**src/rtl/cond_alu_pkg.sv**
```systemverilog
package cond_alu_pkg;
  localparam int ALU_W = 16;
  localparam int CTRL_W = 6;

  // Bit order matters: MSB is zero-x, LSB is invert-out
  typedef struct packed {
    logic zx;
    logic nx;
    logic zy;
    logic ny;
    logic f;
    logic no;
  } alu_ctrl_t;

  typedef enum int {
    ADDER_BEHAV = 0,
    ADDER_RIPPLE = 1
  } adder_kind_e;
endpackage

```
**src/rtl/operand_cond.sv**
```systemverilog
module operand_cond #(
  parameter int W = cond_alu_pkg::ALU_W
) (
  input  logic [W-1:0] din,
  input  logic         zero_en,
  input  logic         inv_en,
  output logic [W-1:0] dout
);
  // zeroing happens first, inversion second
  function automatic logic [W-1:0] condition(input logic [W-1:0] v,
                                             input logic z, input logic n);
    logic [W-1:0] t;
    t = z ? '0 : v;
    return n ? ~t : t;
  endfunction

  always_comb begin
    dout = condition(din, zero_en, inv_en);
    if (zero_en && !inv_en)
      AST_ZERO_FORCED: assert (dout == '0);
    if (zero_en && inv_en)
      AST_ZERO_THEN_INV: assert (dout == '1);
    if (!zero_en && !inv_en)
      AST_PASS_THROUGH: assert (dout == din);
  end
endmodule

```
**src/rtl/alu_core.sv**
```systemverilog
module alu_core #(
  parameter int W = cond_alu_pkg::ALU_W,
  parameter int ADDER_KIND = cond_alu_pkg::ADDER_RIPPLE
) (
  input  logic [W-1:0] a,
  input  logic [W-1:0] b,
  input  logic         sel_add,
  output logic [W-1:0] core_out
);
  logic [W-1:0] sum_w;

  generate
    if (ADDER_KIND == cond_alu_pkg::ADDER_RIPPLE) begin : g_ripple
      logic [W-1:0] carry;
      assign carry[0] = 1'b0;
      for (genvar i = 0; i < W; i++) begin : g_bit
        assign sum_w[i] = a[i] ^ b[i] ^ carry[i];
        if (i < W - 1) begin : g_carry
          assign carry[i+1] = (a[i] & b[i]) | (carry[i] & (a[i] ^ b[i]));
        end
      end
    end else begin : g_behav
      assign sum_w = a + b;  // modulo 2^W, carry out dropped
    end
  endgenerate

  always_comb begin
    core_out = sel_add ? sum_w : (a & b);
    if (!sel_add)
      AST_AND_SUBSET: assert (((core_out & ~a) == '0) && ((core_out & ~b) == '0));
    if (sel_add && (b == '0))
      AST_ADD_IDENTITY: assert (core_out == a);
    if (sel_add && (a == '1) && (b == {{(W-1){1'b0}}, 1'b1}))
      AST_ADD_WRAP: assert (core_out == '0);
  end
endmodule

```
**src/rtl/result_stage.sv**
```systemverilog
module result_stage #(
  parameter int W = cond_alu_pkg::ALU_W
) (
  input  logic [W-1:0] core_in,
  input  logic         inv_out,
  output logic [W-1:0] result,
  output logic         zero_flag,
  output logic         neg_flag
);
  always_comb begin
    result    = inv_out ? ~core_in : core_in;
    zero_flag = ~|result;
    neg_flag  = result[W-1];
    AST_POST_INV: assert ((result ^ core_in) == (inv_out ? '1 : '0));
    AST_FLAGS_EXCL: assert (!(zero_flag && neg_flag));
  end
endmodule

```
**src/rtl/cond_alu16.sv**
```systemverilog
module cond_alu16 #(
  parameter int W = cond_alu_pkg::ALU_W,
  parameter int ADDER_KIND = cond_alu_pkg::ADDER_RIPPLE
) (
  input  logic [W-1:0]                    x_in,
  input  logic [W-1:0]                    y_in,
  input  logic [cond_alu_pkg::CTRL_W-1:0] ctrl,
  output logic [W-1:0]                    result,
  output logic                            zero_flag,
  output logic                            neg_flag
);
  cond_alu_pkg::alu_ctrl_t c;
  logic [W-1:0] x_cond;
  logic [W-1:0] y_cond;
  logic [W-1:0] core_val;

  assign c = cond_alu_pkg::alu_ctrl_t'(ctrl);

  operand_cond #(.W(W)) u_xcond (
    .din(x_in), .zero_en(c.zx), .inv_en(c.nx), .dout(x_cond)
  );

  operand_cond #(.W(W)) u_ycond (
    .din(y_in), .zero_en(c.zy), .inv_en(c.ny), .dout(y_cond)
  );

  alu_core #(.W(W), .ADDER_KIND(ADDER_KIND)) u_core (
    .a(x_cond), .b(y_cond), .sel_add(c.f), .core_out(core_val)
  );

  result_stage #(.W(W)) u_post (
    .core_in(core_val), .inv_out(c.no),
    .result(result), .zero_flag(zero_flag), .neg_flag(neg_flag)
  );

  always_comb begin
    if (ctrl == 6'b101010)
      AST_CONST_ZERO: assert (result == '0 && zero_flag);
    if (ctrl == 6'b110000)
      AST_PASS_Y: assert (result == y_in);
  end
endmodule

```
**config.mk**
```make
export PLATFORM = sky130hd
export DESIGN_NAME = cond_alu16
export DESIGN_NICKNAME = d
export VERILOG_FILES = /design/src/rtl/cond_alu_pkg.sv /design/src/rtl/operand_cond.sv /design/src/rtl/alu_core.sv /design/src/rtl/result_stage.sv /design/src/rtl/cond_alu16.sv
export SDC_FILE = /design/constraint.sdc
export NUM_CORES = 1
export LEC_CHECK = 0
export BUFFER_PORTS_ARGS = -buffer_cell sky130_fd_sc_hd__buf_2
export CAP_MARGIN = 15
export CORE_AREA = 3 3 57 59
export DETAILED_ROUTE_END_ITERATION = 12
export DIE_AREA = 0 0 60 62
export PLACE_DENSITY = 0.9
export SLEW_MARGIN = 20
export SYNTH_ARGS = -nofsm -noshare
export SYNTH_HDL_FRONTEND = slang
export SYNTH_SLANG_ARGS = --single-unit
```
**constraint.sdc**
```tcl
create_clock -name vclk -period 17.6
set_clock_uncertainty 0.15 [all_clocks]
set_input_delay 0.88 -clock vclk [all_inputs]
set_output_delay 0.88 -clock vclk [all_outputs]
set_load 0.1 [all_outputs]
```
==> out/qor.yml <==
post_cts_resized: 0
syn_avg_cell_area_um2: 8.68
io_pins: 56
finalCritPeriodShare_pct: 58.4
drcViolationCount: 0
die_x_um: 60
whs_ns: 2.41
die-area_um2: 3720
place_congestion: 0.816
drv_cap: 0
clkbuf_count: 0
track_usage_pct: 19.2
regArea_um2: 0
syn_nets: 254
worstPathArrival_ns: 9.24
synth_cell_types: 35
holdPathEnd: "result[1]"
wl_per_cell_um: 12.8
dp_hpwl_um: 2890
syn_inst: 186
cts_hold_buf: 0
rsz0062_at_grt: "no"
vias_per_cell: 5.20
outcome: "completed"
grt_pass1_vias: 1227
synth-seq-area-share_pct: 0
setup_tns_ns: 0
grt_max_degree: 33
crit_path_end_kind: "output port"
post_cts_buffers: 0
hp-start: "ctrl[0]"
routed-via-count: 1353
drive_gt1_share_pct: 27.1
drt_wl_total_um: 3340
seq_cell_count: 0
critPathRequiredTime_ns: 16.57
area_delta_synth_final_pct: 14.8
coreArea_um2: 2760
ir_drop_mv: 0.100
gr-total-overflow: 0
slowest_stage: "fa_1"
critPathKind: "in -> out"
cpPeakStageDelay_ns: 0.48
firstDrtPassIters: 4
die_h_um: 62
p_per_area_nw_per_um2: 100
utilization_pct: 67.2
hold_viol: 0
setup_violations: 0
tightest_slew_ns: 0.627
min_period_ns: 10.27
drt_iter0_markers: 55
slew_viol_final: 0
critical_path.most_common_cell: "fa_1"
nNetsFinal: 299
ant_nets: 0
initial_utilization_pct: 58.6
n_antenna_cell: 0
rows: 19
synth_area_um2: 1620
fmax_mhz: 97.4
p_leak_nw: 0.848
yosys_warnings: 0
hold_path_depth: 3
fillers: 251
maxSlewHeadroom_pct: 58.2
grt_pass1_wl_um: 5580
cp_max_fo: 16
port_buffers: 56
hold_path.class: "in -> out"
antenna_found_initial: 0
startpoint_type: "input pin"
-- how the worst max path moves through the flow --
stage                       start   endpoint  slack [ns]  cells past startpoint
after global routing      ctrl[2]  zero_flag        6.95                     26
after detailed placement  ctrl[2]  zero_flag        7.33                     26
after floorplan           ctrl[2]  zero_flag        6.24                     25
after global placement    ctrl[2]  zero_flag        7.55                     26
final                     ctrl[2]  zero_flag        7.33                     26
after CTS                 ctrl[2]  zero_flag        7.31                     26
-- placed cells by master (no fill, tap or decap), types with 2 or more instances in the layout --
| cell | netlist | final |
|---|---|---|
| inv_1 | 11 | 11 |
| o21ai_0 | 2 | 2 |
| xnor2_1 | 47 | 47 |
| xor2_1 | 2 | 2 |
| mux2i_1 | 15 | 15 |
| nand3_1 | 7 | 7 |
| or4_1 | 4 | 4 |
| and3_1 | 3 | 3 |
| ha_1 | 16 | 16 |
| nand2b_1 | 33 | 33 |
| fa_1 | 14 | 14 |
| buf_2 | 4 | 56 |
-- critical path: cells and delay by family --
kind	cells	cell delay [ns]
AND/OR/NAND/NOR	3	0.65
adder cells (fa/ha/maj)	15	6.05
XOR/XNOR	1	0.14
AO/OA/AOI/OAI	2	0.43
buffers and inverters	5	1.08
-- layer usage --
metal	wire (um)	global-route usage [%]	vias to the layer above
met1	1490	28.2	618
met4	0	0	0
li1	-	-	683
met5	0	0	-
met3	190	0.207	0
met2	1650	33.8	52
-- Yosys cell counts (2+ instances only) --
library cell / instances / area share (%)
buf_2: 4 / 1.2
fa_1: 14 / 17
and3_1: 3 / 1.2
o21ai_0: 2 / 0.62
nand2b_1: 33 / 13
clkbuf_1: 5 / 1.2
xor2_1: 2 / 1.1
mux2i_1: 15 / 9.3
xnor2_1: 47 / 25
ha_1: 16 / 12
buf_4: 2 / 0.93
nand3_1: 7 / 2.2
or4_1: 4 / 1.9
inv_1: 11 / 2.6
-- area by class of cell --
type	instances	area (um2)	share of cell area, %
inverter	12	46.3	2.50
multi-input combinational	161	1490	80.3
tap	31	38.8	2.09
timing repair buffer	56	280	15.1
-- cell families after synthesis --
family | after synthesis | synth area share [%]
and+or+nand+nor | 57 | 22.3
xor gates and xnor gates | 49 | 26.6
adders and majority gates | 30 | 29.7
buffers and inverters | 25 | 7.82
muxes | 15 | 9.29
AOI/OAI and AO/OA | 10 | 4.26
-- where the power goes --
part | internal (mW) | total, mW | switching (mW) | leakage [nW]
clock | 0 | 0 | 0 | 0
sequential | 0 | 0 | 0 | 0
combinational | 0.0465 | 0.186 | 0.139 | 0.848
total | 0.0465 | 0.186 | 0.139 | 0.848
-- stage by stage --
step                instances  total power, mW  setup WS [ns]  instance area [um2]
floorplan                 186            0.159           6.24                 1620
global placement          260            0.183           7.55                 1850
detailed placement        260            0.186           7.33                 1850
CTS                       260            0.187           7.31                 1850
global route              260            0.197           6.95                 1850
finish                    260            0.186           7.33                 1850
Power figures use the tool's default switching activity.
